==> src/rtl/creg_bank_pkg.sv <==
package creg_bank_pkg;

    localparam int NIB_W    = 4;
    localparam int ADDR_W   = 4;
    localparam int N_MAIN   = 16;
    localparam int N_SHADOW = 3;
    localparam int N_SLOT   = 4;
    localparam int SLOT_W   = $clog2(N_SLOT);
    localparam int SEL_ADDR = N_MAIN - 1;
    localparam int MAIN_W   = N_MAIN * NIB_W;
    localparam int BANK_W   = N_SLOT * NIB_W;
    localparam int SHADOW_W = N_SHADOW * BANK_W;

    typedef logic [NIB_W-1:0]  nib_t;
    typedef logic [ADDR_W-1:0] addr_t;

    typedef enum logic [1:0] {
        BANK_MAIN = 2'b00,
        BANK_SH1  = 2'b01,
        BANK_SH2  = 2'b10,
        BANK_SH3  = 2'b11
    } bank_e;

    typedef struct packed {
        logic              hit;
        logic [SLOT_W-1:0] idx;
    } slot_t;

    // Maps a raw address to a shadow slot; only four addresses are populated.
    function automatic slot_t slot_decode(addr_t a);
        slot_t s;
        s = '0;
        case (a)
            4'h3: begin s.hit = 1'b1; s.idx = 2'd0; end
            4'h7: begin s.hit = 1'b1; s.idx = 2'd1; end
            4'hA: begin s.hit = 1'b1; s.idx = 2'd2; end
            4'hC: begin s.hit = 1'b1; s.idx = 2'd3; end
            default: s = '0;
        endcase
        return s;
    endfunction

    // Reset image of the main file: register 3 selects the default output format.
    function automatic logic [MAIN_W-1:0] main_reset_vec();
        logic [MAIN_W-1:0] v;
        v = '0;
        v[3*NIB_W +: NIB_W] = 4'b1100;
        return v;
    endfunction

endpackage

==> src/rtl/creg_decode.sv <==
module creg_decode
    import creg_bank_pkg::*;
(
    input  logic                       clk,
    input  logic                       rst,
    input  logic                       wr_en,
    input  addr_t                      addr,
    input  bank_e                      bank,
    output logic [N_MAIN-1:0]          main_we,
    output logic [N_SHADOW*N_SLOT-1:0] shadow_we
);

    slot_t slot;
    logic  is_sel;

    assign slot   = slot_decode(addr);
    assign is_sel = (addr == ADDR_W'(SEL_ADDR));

    always_comb begin
        for (int i = 0; i < N_MAIN; i++) begin
            main_we[i] = wr_en && (addr == ADDR_W'(i)) &&
                         (is_sel || bank == BANK_MAIN);
        end
    end

    always_comb begin
        for (int b = 0; b < N_SHADOW; b++) begin
            for (int k = 0; k < N_SLOT; k++) begin
                shadow_we[b*N_SLOT + k] = wr_en && !is_sel && slot.hit &&
                                          (int'(bank) == b + 1) &&
                                          (int'(slot.idx) == k);
            end
        end
    end

    // A write never lands in two places at once.
    assert_one_target_R5: assert property (@(posedge clk) disable iff (rst)
        $onehot0({main_we, shadow_we}));

    // Address F is reachable from every bank.
    assert_sel_reach_R3: assert property (@(posedge clk) disable iff (rst)
        (wr_en && is_sel) |-> main_we[SEL_ADDR]);

endmodule

==> src/rtl/creg_nib_array.sv <==
module creg_nib_array
    import creg_bank_pkg::*;
#(
    parameter int                     N         = 4,
    parameter logic [N*NIB_W-1:0]     RESET_VEC = '0
) (
    input  logic               clk,
    input  logic               rst,
    input  logic [N-1:0]       we,
    input  nib_t               wdata,
    output logic [N*NIB_W-1:0] q
);

    always_ff @(posedge clk) begin
        if (rst) begin
            q <= RESET_VEC;
        end else begin
            for (int i = 0; i < N; i++) begin
                if (we[i]) q[i*NIB_W +: NIB_W] <= wdata;
            end
        end
    end

    // Reset loads the reset image.
    assert_reset_image_R8: assert property (@(posedge clk)
        rst |=> (q == RESET_VEC));

    // With no strobe the storage holds its contents.
    assert_hold_idle_R2: assert property (@(posedge clk) disable iff (rst)
        (we == '0) |=> $stable(q));

endmodule

==> src/rtl/creg_bank_top.sv <==
module creg_bank_top
    import creg_bank_pkg::*;
(
    input  logic                clk,
    input  logic                rst,
    input  logic                wr_en,
    input  logic [ADDR_W-1:0]   addr,
    input  logic [NIB_W-1:0]    wdata,
    output logic [NIB_W-1:0]    rdata,
    output logic [MAIN_W-1:0]   main_q,
    output logic [SHADOW_W-1:0] shadow_q
);

    bank_e                      bank;
    logic [N_MAIN-1:0]          main_we;
    logic [N_SHADOW*N_SLOT-1:0] shadow_we;
    slot_t                      rd_slot;

    assign bank    = bank_e'(main_q[SEL_ADDR*NIB_W +: 2]);
    assign rd_slot = slot_decode(addr);

    creg_decode u_dec (
        .clk       (clk),
        .rst       (rst),
        .wr_en     (wr_en),
        .addr      (addr),
        .bank      (bank),
        .main_we   (main_we),
        .shadow_we (shadow_we)
    );

    creg_nib_array #(
        .N         (N_MAIN),
        .RESET_VEC (main_reset_vec())
    ) u_main (
        .clk   (clk),
        .rst   (rst),
        .we    (main_we),
        .wdata (wdata),
        .q     (main_q)
    );

    for (genvar b = 0; b < N_SHADOW; b++) begin : g_shadow
        creg_nib_array #(
            .N         (N_SLOT),
            .RESET_VEC ('0)
        ) u_bank (
            .clk   (clk),
            .rst   (rst),
            .we    (shadow_we[b*N_SLOT +: N_SLOT]),
            .wdata (wdata),
            .q     (shadow_q[b*BANK_W +: BANK_W])
        );
    end

    always_comb begin
        int bi;
        bi    = int'(bank) - 1;
        rdata = '0;
        if (addr == ADDR_W'(SEL_ADDR) || bank == BANK_MAIN) begin
            rdata = main_q[int'(addr)*NIB_W +: NIB_W];
        end else if (rd_slot.hit) begin
            rdata = shadow_q[(bi*N_SLOT + int'(rd_slot.idx))*NIB_W +: NIB_W];
        end
    end

    // Writing F lands its data in register F on the next edge.
    assert_sel_write_R3: assert property (@(posedge clk) disable iff (rst)
        (wr_en && addr == ADDR_W'(SEL_ADDR)) |=>
        (main_q[SEL_ADDR*NIB_W +: NIB_W] == $past(wdata)));

    // Shadow-mode writes away from F never disturb the main file.
    assert_main_frozen_R7: assert property (@(posedge clk) disable iff (rst)
        (wr_en && bank != BANK_MAIN && addr != ADDR_W'(SEL_ADDR)) |=>
        $stable(main_q));

    // Unpopulated shadow addresses swallow writes.
    assert_ignored_write_R5: assert property (@(posedge clk) disable iff (rst)
        (wr_en && bank != BANK_MAIN && addr != ADDR_W'(SEL_ADDR) &&
         !slot_decode(addr).hit) |=> ($stable(shadow_q) && $stable(main_q)));

    // Unpopulated shadow addresses read as zero.
    assert_unimpl_read_R6: assert property (@(posedge clk) disable iff (rst)
        (bank != BANK_MAIN && addr != ADDR_W'(SEL_ADDR) &&
         !slot_decode(addr).hit) |-> (rdata == '0));

endmodule

==> config.mk <==
export PLATFORM = sky130hd
export DESIGN_NAME = creg_bank_top
export DESIGN_NICKNAME = d
export VERILOG_FILES = /design/src/rtl/creg_bank_pkg.sv /design/src/rtl/creg_decode.sv /design/src/rtl/creg_nib_array.sv /design/src/rtl/creg_bank_top.sv
export SDC_FILE = /design/constraint.sdc
export NUM_CORES = 1
export LEC_CHECK = 0
export BUFFER_PORTS_ARGS = -buffer_cell sky130_fd_sc_hd__buf_2
export CORE_MARGIN = 2
export CORE_UTILIZATION = 58
export CTS_CLUSTER_DIAMETER = 100
export DETAILED_ROUTE_END_ITERATION = 7
export PLACE_DENSITY = 0.89
export SYNTH_ARGS = -nofsm -noshare
export SYNTH_HDL_FRONTEND = slang
export SYNTH_SLANG_ARGS = --single-unit
==> constraint.sdc <==
create_clock -name clk -period 4.7 [get_ports clk]
set_input_delay 0.94 -clock clk [delete_from_list [all_inputs] [get_ports clk]]
set_output_delay 0.94 -clock clk [all_outputs]
set_load 0.005 [all_outputs]
# ---- Word level (Yosys, flattened, before mapping)
# Index checks and enable logic that the tools add are counted.
dict set report totals {
  output_inout_bits 116
  elab_cells 110
  ff_bits 112
}
dict set report classes {
  shift 2
  n_mux 3
  addsub 2
  n_reduce_logical 54
  n_eq_ne 21
}
# op n
set op_table {}
lappend op_table {{variable part select 64 x 7 -> 4 bit} 1}
lappend op_table {{logical AND 1 bit} 49}
lappend op_table {{variable part select 48 x 8 -> 4 bit} 1}
lappend op_table {{equality test 4 bit (second input constant)} 8}
lappend op_table {{equality test 4 x 3 -> 1 bit (second input constant)} 4}
lappend op_table {{case mux 3 bit (4 select lines)} 1}
lappend op_table {{equality test 2 bit (second input constant)} 4}
lappend op_table {{equality test 4 x 2 -> 1 bit (second input constant)} 2}
lappend op_table {{two-way mux 4 bit} 2}
lappend op_table {{adder 5 x 3 -> 6 bit} 1}
lappend op_table {{equality test 2 x 1 -> 1 bit (second input constant)} 2}
lappend op_table {{equality test 4 x 1 -> 1 bit (second input constant)} 1}
lappend op_table {{zero test 2 bit} 2}
lappend op_table {{zero test 4 bit} 1}
lappend op_table {{subtractor 2 x 1 -> 3 bit (second input constant)} 1}
lappend op_table {{zero test 1 bit} 1}
lappend op_table {{logical OR 1 bit} 1}

# ---- Depth between registers and ports, before layout
dict set report depth {
  word_depth 6
  ltp_mapped 10
  mapped_depth_nobuf 7
}

# ---- Hierarchy
# A second synthesis with hierarchy kept.
dict set report unflattened {
  cells_unflattened 612
  area_unflattened_um2 5629.1
}
# mod seq_area_each_um2 instances area_each_um2 cells_per_inst
set modules_own_cells {}
lappend modules_own_cells {{creg_nib_array at u_main} 1281.2 1 2319.7 218}
lappend modules_own_cells {{creg_nib_array at g_shadow[0].u_bank ...} 320.3 3 576.8 54}
lappend modules_own_cells {creg_bank_top 0.0 1 1305.0 187}
lappend modules_own_cells {creg_decode 0.0 1 274.0 45}

# ---- Least setup slack after synthesis
# No wires, ideal clock.
dict set report synth_timing {
  path_kind {input to output}
  start {input port addr[0]}
  end {output port rdata[0]}
  stages 6
  n_path_buf 2
  slack_ns 1.461
  arrival_ns 2.299
  cell_sequence {buf_6 buf_8 mux4_1 mux4_2 nand2_1 o31ai_1}
}
dict set report synth_between {
  elab_chain_cells 6
}
# item line_no
set synth_rtl {}
lappend synth_rtl {{start, declared} creg_bank_top.sv:7} ;# input logic [ADDR_W-1:0] addr,
lappend synth_rtl {{equality test 4 bit, or another cell as far along} creg_bank_pkg.sv:33} ;# case (a)
lappend synth_rtl {{case mux 3 bit (4 select lines)} creg_bank_pkg.sv:33}
lappend synth_rtl {{adder 5 x 3 -> 6 bit} creg_bank_top.sv:63} ;# rdata = shadow_q[(bi*N_SLOT + int'(rd_slot.idx))*NIB_W +: NIB_W];
lappend synth_rtl {{variable part select 48 x 8 -> 4 bit} creg_bank_top.sv:63}
lappend synth_rtl {{two-way mux 4 bit} creg_bank_top.sv:62} ;# end else if (rd_slot.hit) begin
lappend synth_rtl {{two-way mux 4 bit *} creg_bank_top.sv:60} ;# if (addr == ADDR_W'(SEL_ADDR) || bank == BANK_MAIN) begin
lappend synth_rtl {{end, declared} creg_bank_top.sv:9} ;# output logic [NIB_W-1:0] rdata,
# Every way passes the cells marked *; elsewhere a longest branch is shown, timed or not.

# ---- Final worst setup path
dict set report layout_timing {
  start {input port addr[1]}
  end {output port rdata[2]}
}
# The elaborated chain is that of the path after synthesis.

==> metrics.cfg <==
[run]
max-cap-violations=0

[worst_setup_path]
path_max_fanout=42
cp-end-kind=output port
r2r_cells=6
critical_path_class=input port to output port
rr_startpoint=u_main.q[60]
critPathLaunchType=input port
critical_path_required_ps=3760
rr_endpoint=u_main.q[49]
reg2reg_setup_slack_ps=2250
arrival_ps=3180

[cts]
cts_tree=yes
cts_buffer_depth=2
cts_buffers=9
clock_tree.root_cell=clkbuf_8
cts_setup_buffers=0
cts_hold_buf=0
clk_latency_ps=390
ctsHtreeMaxLevel=3
cts_resized=0
clk_pin_slew_ps=100
cts_num_sinks=112

[pwr]
leakage_nw=2.76
pwr-share-comb_pct=8.6
power.density_nw_per_um2=266
p_switching_w=0.000446
vdd_ir_drop_max_mv=0.188
clockPowerShare_pct=33.7
switching_share_pct=26.7
seqPwrFrac_pct=57.7
p_int_w=0.00122

[placed_design]
dp_cells=778
routabilityCongestion=0.937
portBuffers=126
dpl.hpwl_um=11100

[logic_synthesis]
yosysUniqueCellTypes=55
synth_seq_cells=112
async_reset_ff_share_pct=0
synth_fp_nets=590
syn_area_sq_um=5530
ys_seq_area_share_pct=40.6
syn_inst=575
synth_enable_flop_cells=0
ys.flop_type=dfxtp_1
yosys_warnings=0
synth_area_per_cell_sq_um=9.61

[sta]
report.final.slew_viol_count=0
timing.hold.ws_ps=496
finalHoldViolations=0
rsz0062_at_grt=no
finClkSkew_ps=10.1
fin_setup_tns_ps=0
max_freq_mhz=243
tightest_slew_ps=1120
slew-limit-headroom_pct=25.0
setup_viol=0
finalCriticalPeriod_ps=4120
timing.final.crit_share_pct=87.6

[global_routing]
grt_first_pass_wirelength_um=24000
grt_pass1_vias=4435
grt_use_total_pct=30.1
antenna_found_initial=0
overflow=0
grt_max_degree=113

[layout]
antenna_cells=0
finish.utilization_pct=67.7
final_nets=675
drive_above_1_share_pct=24.7
synthToLayoutAreaGrowth_pct=13.2
finalNonFillerCells=794

[route]
drcViolationCount=0
route.detailed.wl_per_inst_um=19.7
viasPerCell=6.04
vias=4793
drt_iter0_markers=285
drt_first_pass_iters=5
antenna_left=0
drt_wl_total_um=15600

[die]
io_pins=127
die_y_um=102
die_x_um=102
initial_core_util_pct=59.8
std_cell_rows=35
core_area_sq_um=9240
die_area_sq_um=10300

[hold_path]
min_to=u_main.q[0]
hold_path_depth=2
min_from=u_main.q[0]
hold_class=register to register

[run_status]
status=finished clean

## cell families (layout without fill, tap and decap cells)
| group | after synthesis | in the layout | synth area share (%) |
|---|---|---|---|
| adders and majority gates | 4 | 4 | 0.906 |
| buffers and inverters | 58 | 148 | 5.07 |
| and+or+nand+nor | 199 | 199 | 17.3 |
| muxes | 118 | 118 | 26.6 |
| AOI/OAI and AO/OA | 83 | 83 | 9.40 |
| xor gates and xnor gates | 1 | 1 | 0.159 |
| DFF | 112 | 112 | 40.6 |
## through the flow
stage | worst slack (ps) | power [W] | area, sq um
2_1_floorplan | 1460 | 0.00109 | 5530
3_3_place_gp | 653 | 0.00112 | 6070
3_5_place_dp | 590 | 0.00113 | 6070
4_1_cts | 596 | 0.00167 | 6260
5_1_grt | 407 | 0.00172 | 6260
6_report | 585 | 0.00167 | 6260
## cells in the final DEF, fill, tap and decap left out, types with 5 or more instances in the layout
master / count
a211oi_1: 5
a21oi_1: 24
a221oi_1: 5
buf_2: 125
clkbuf_8: 10
dfxtp_1: 112
mux2i_1: 98
mux4_1: 10
mux4_2: 10
nand2_1: 28
nand2b_1: 12
nand3_1: 6
nor2_1: 114
nor2b_1: 7
o21ai_0: 20
o22ai_1: 7
## Yosys cell counts (2+ instances only)
cell type / instances / area share [%]
nand4b_1: 3 / 0.48
o22ai_1: 7 / 0.79
a211o_1: 2 / 0.32
nor2b_1: 7 / 0.79
mux4_1: 10 / 4.8
nand3_1: 6 / 0.54
nand2b_1: 12 / 1.4
o21ai_1: 2 / 0.18
nand2_1: 28 / 1.9
nand4_1: 4 / 0.45
o21bai_1: 2 / 0.27
o31ai_1: 3 / 0.41
a221oi_1: 5 / 0.79
nor3_2: 4 / 0.72
buf_2: 7 / 0.63
a211oi_1: 5 / 0.68
mux4_2: 10 / 4.1
buf_1: 5 / 0.34
nor2_1: 114 / 7.7
o21ai_0: 20 / 1.8
and4bb_2: 2 / 0.45
ha_1: 4 / 0.91
nor3b_1: 2 / 0.27
nor3_1: 3 / 0.27
buf_6: 4 / 0.81
and3_1: 2 / 0.23
mux2i_1: 98 / 18
inv_1: 4 / 0.27
dfxtp_1: 112 / 41
o2bb2ai_1: 4 / 0.63
buf_4: 3 / 0.41
a22oi_1: 3 / 0.41
clkbuf_1: 33 / 2.2
a21oi_1: 24 / 2.2
## final cells by class
cell class	instances	area (sq um)
Clock inverter	5	46.3
Timing Repair Buffer	128	648
Multi-Input combinational cell	405	3000
Fill cell	758	2980
Tap cell	129	161
Clock buffer	11	141
Inverter	4	15.0
Sequential cell	112	2240
## worst max path at each step
stage | from | to | slack [ps] | cells after the start
final | addr[1] | rdata[2] | 580 | 7
after detailed placement | addr[0] | rdata[0] | 590 | 7
after CTS | addr[0] | rdata[1] | 600 | 7
after global routing | addr[1] | rdata[1] | 410 | 7
after floorplan | addr[0] | rdata[0] | 1460 | 6
after global placement | addr[1] | rdata[2] | 650 | 7
## layer usage
layer  global-route usage [%]  part of all wire [%]
met4                     8.84                   2.3
met3                     5.87                   8.0
met2                     49.7                    48
met5                        0                     0
met1                     40.3                    42
## state kept, by name, indices dropped and copies added (netlist names)
name	flops
g_shadow.u_bank.q	48
u_main.q	64
## power groups by stage
stage | logic (W) | clock network, W | registers [W]
after floorplan | 0.000110 | 0 | 0.000983
after global placement | 0.000138 | 0 | 0.000983
after detailed placement | 0.000141 | 0 | 0.000984
after CTS | 0.000141 | 0.000569 | 0.000962
after global routing | 0.000153 | 0.000608 | 0.000963
final | 0.000143 | 0.000561 | 0.000962
## worst max-delay path, stage by stage
cell	delay (ps)
buf_2	610
nand2b_1	490
o21ai_0	160
a211oi_1	380
a211oi_1	100
o31ai_1	310
buf_2	170
Power figures use the tool's default switching activity.
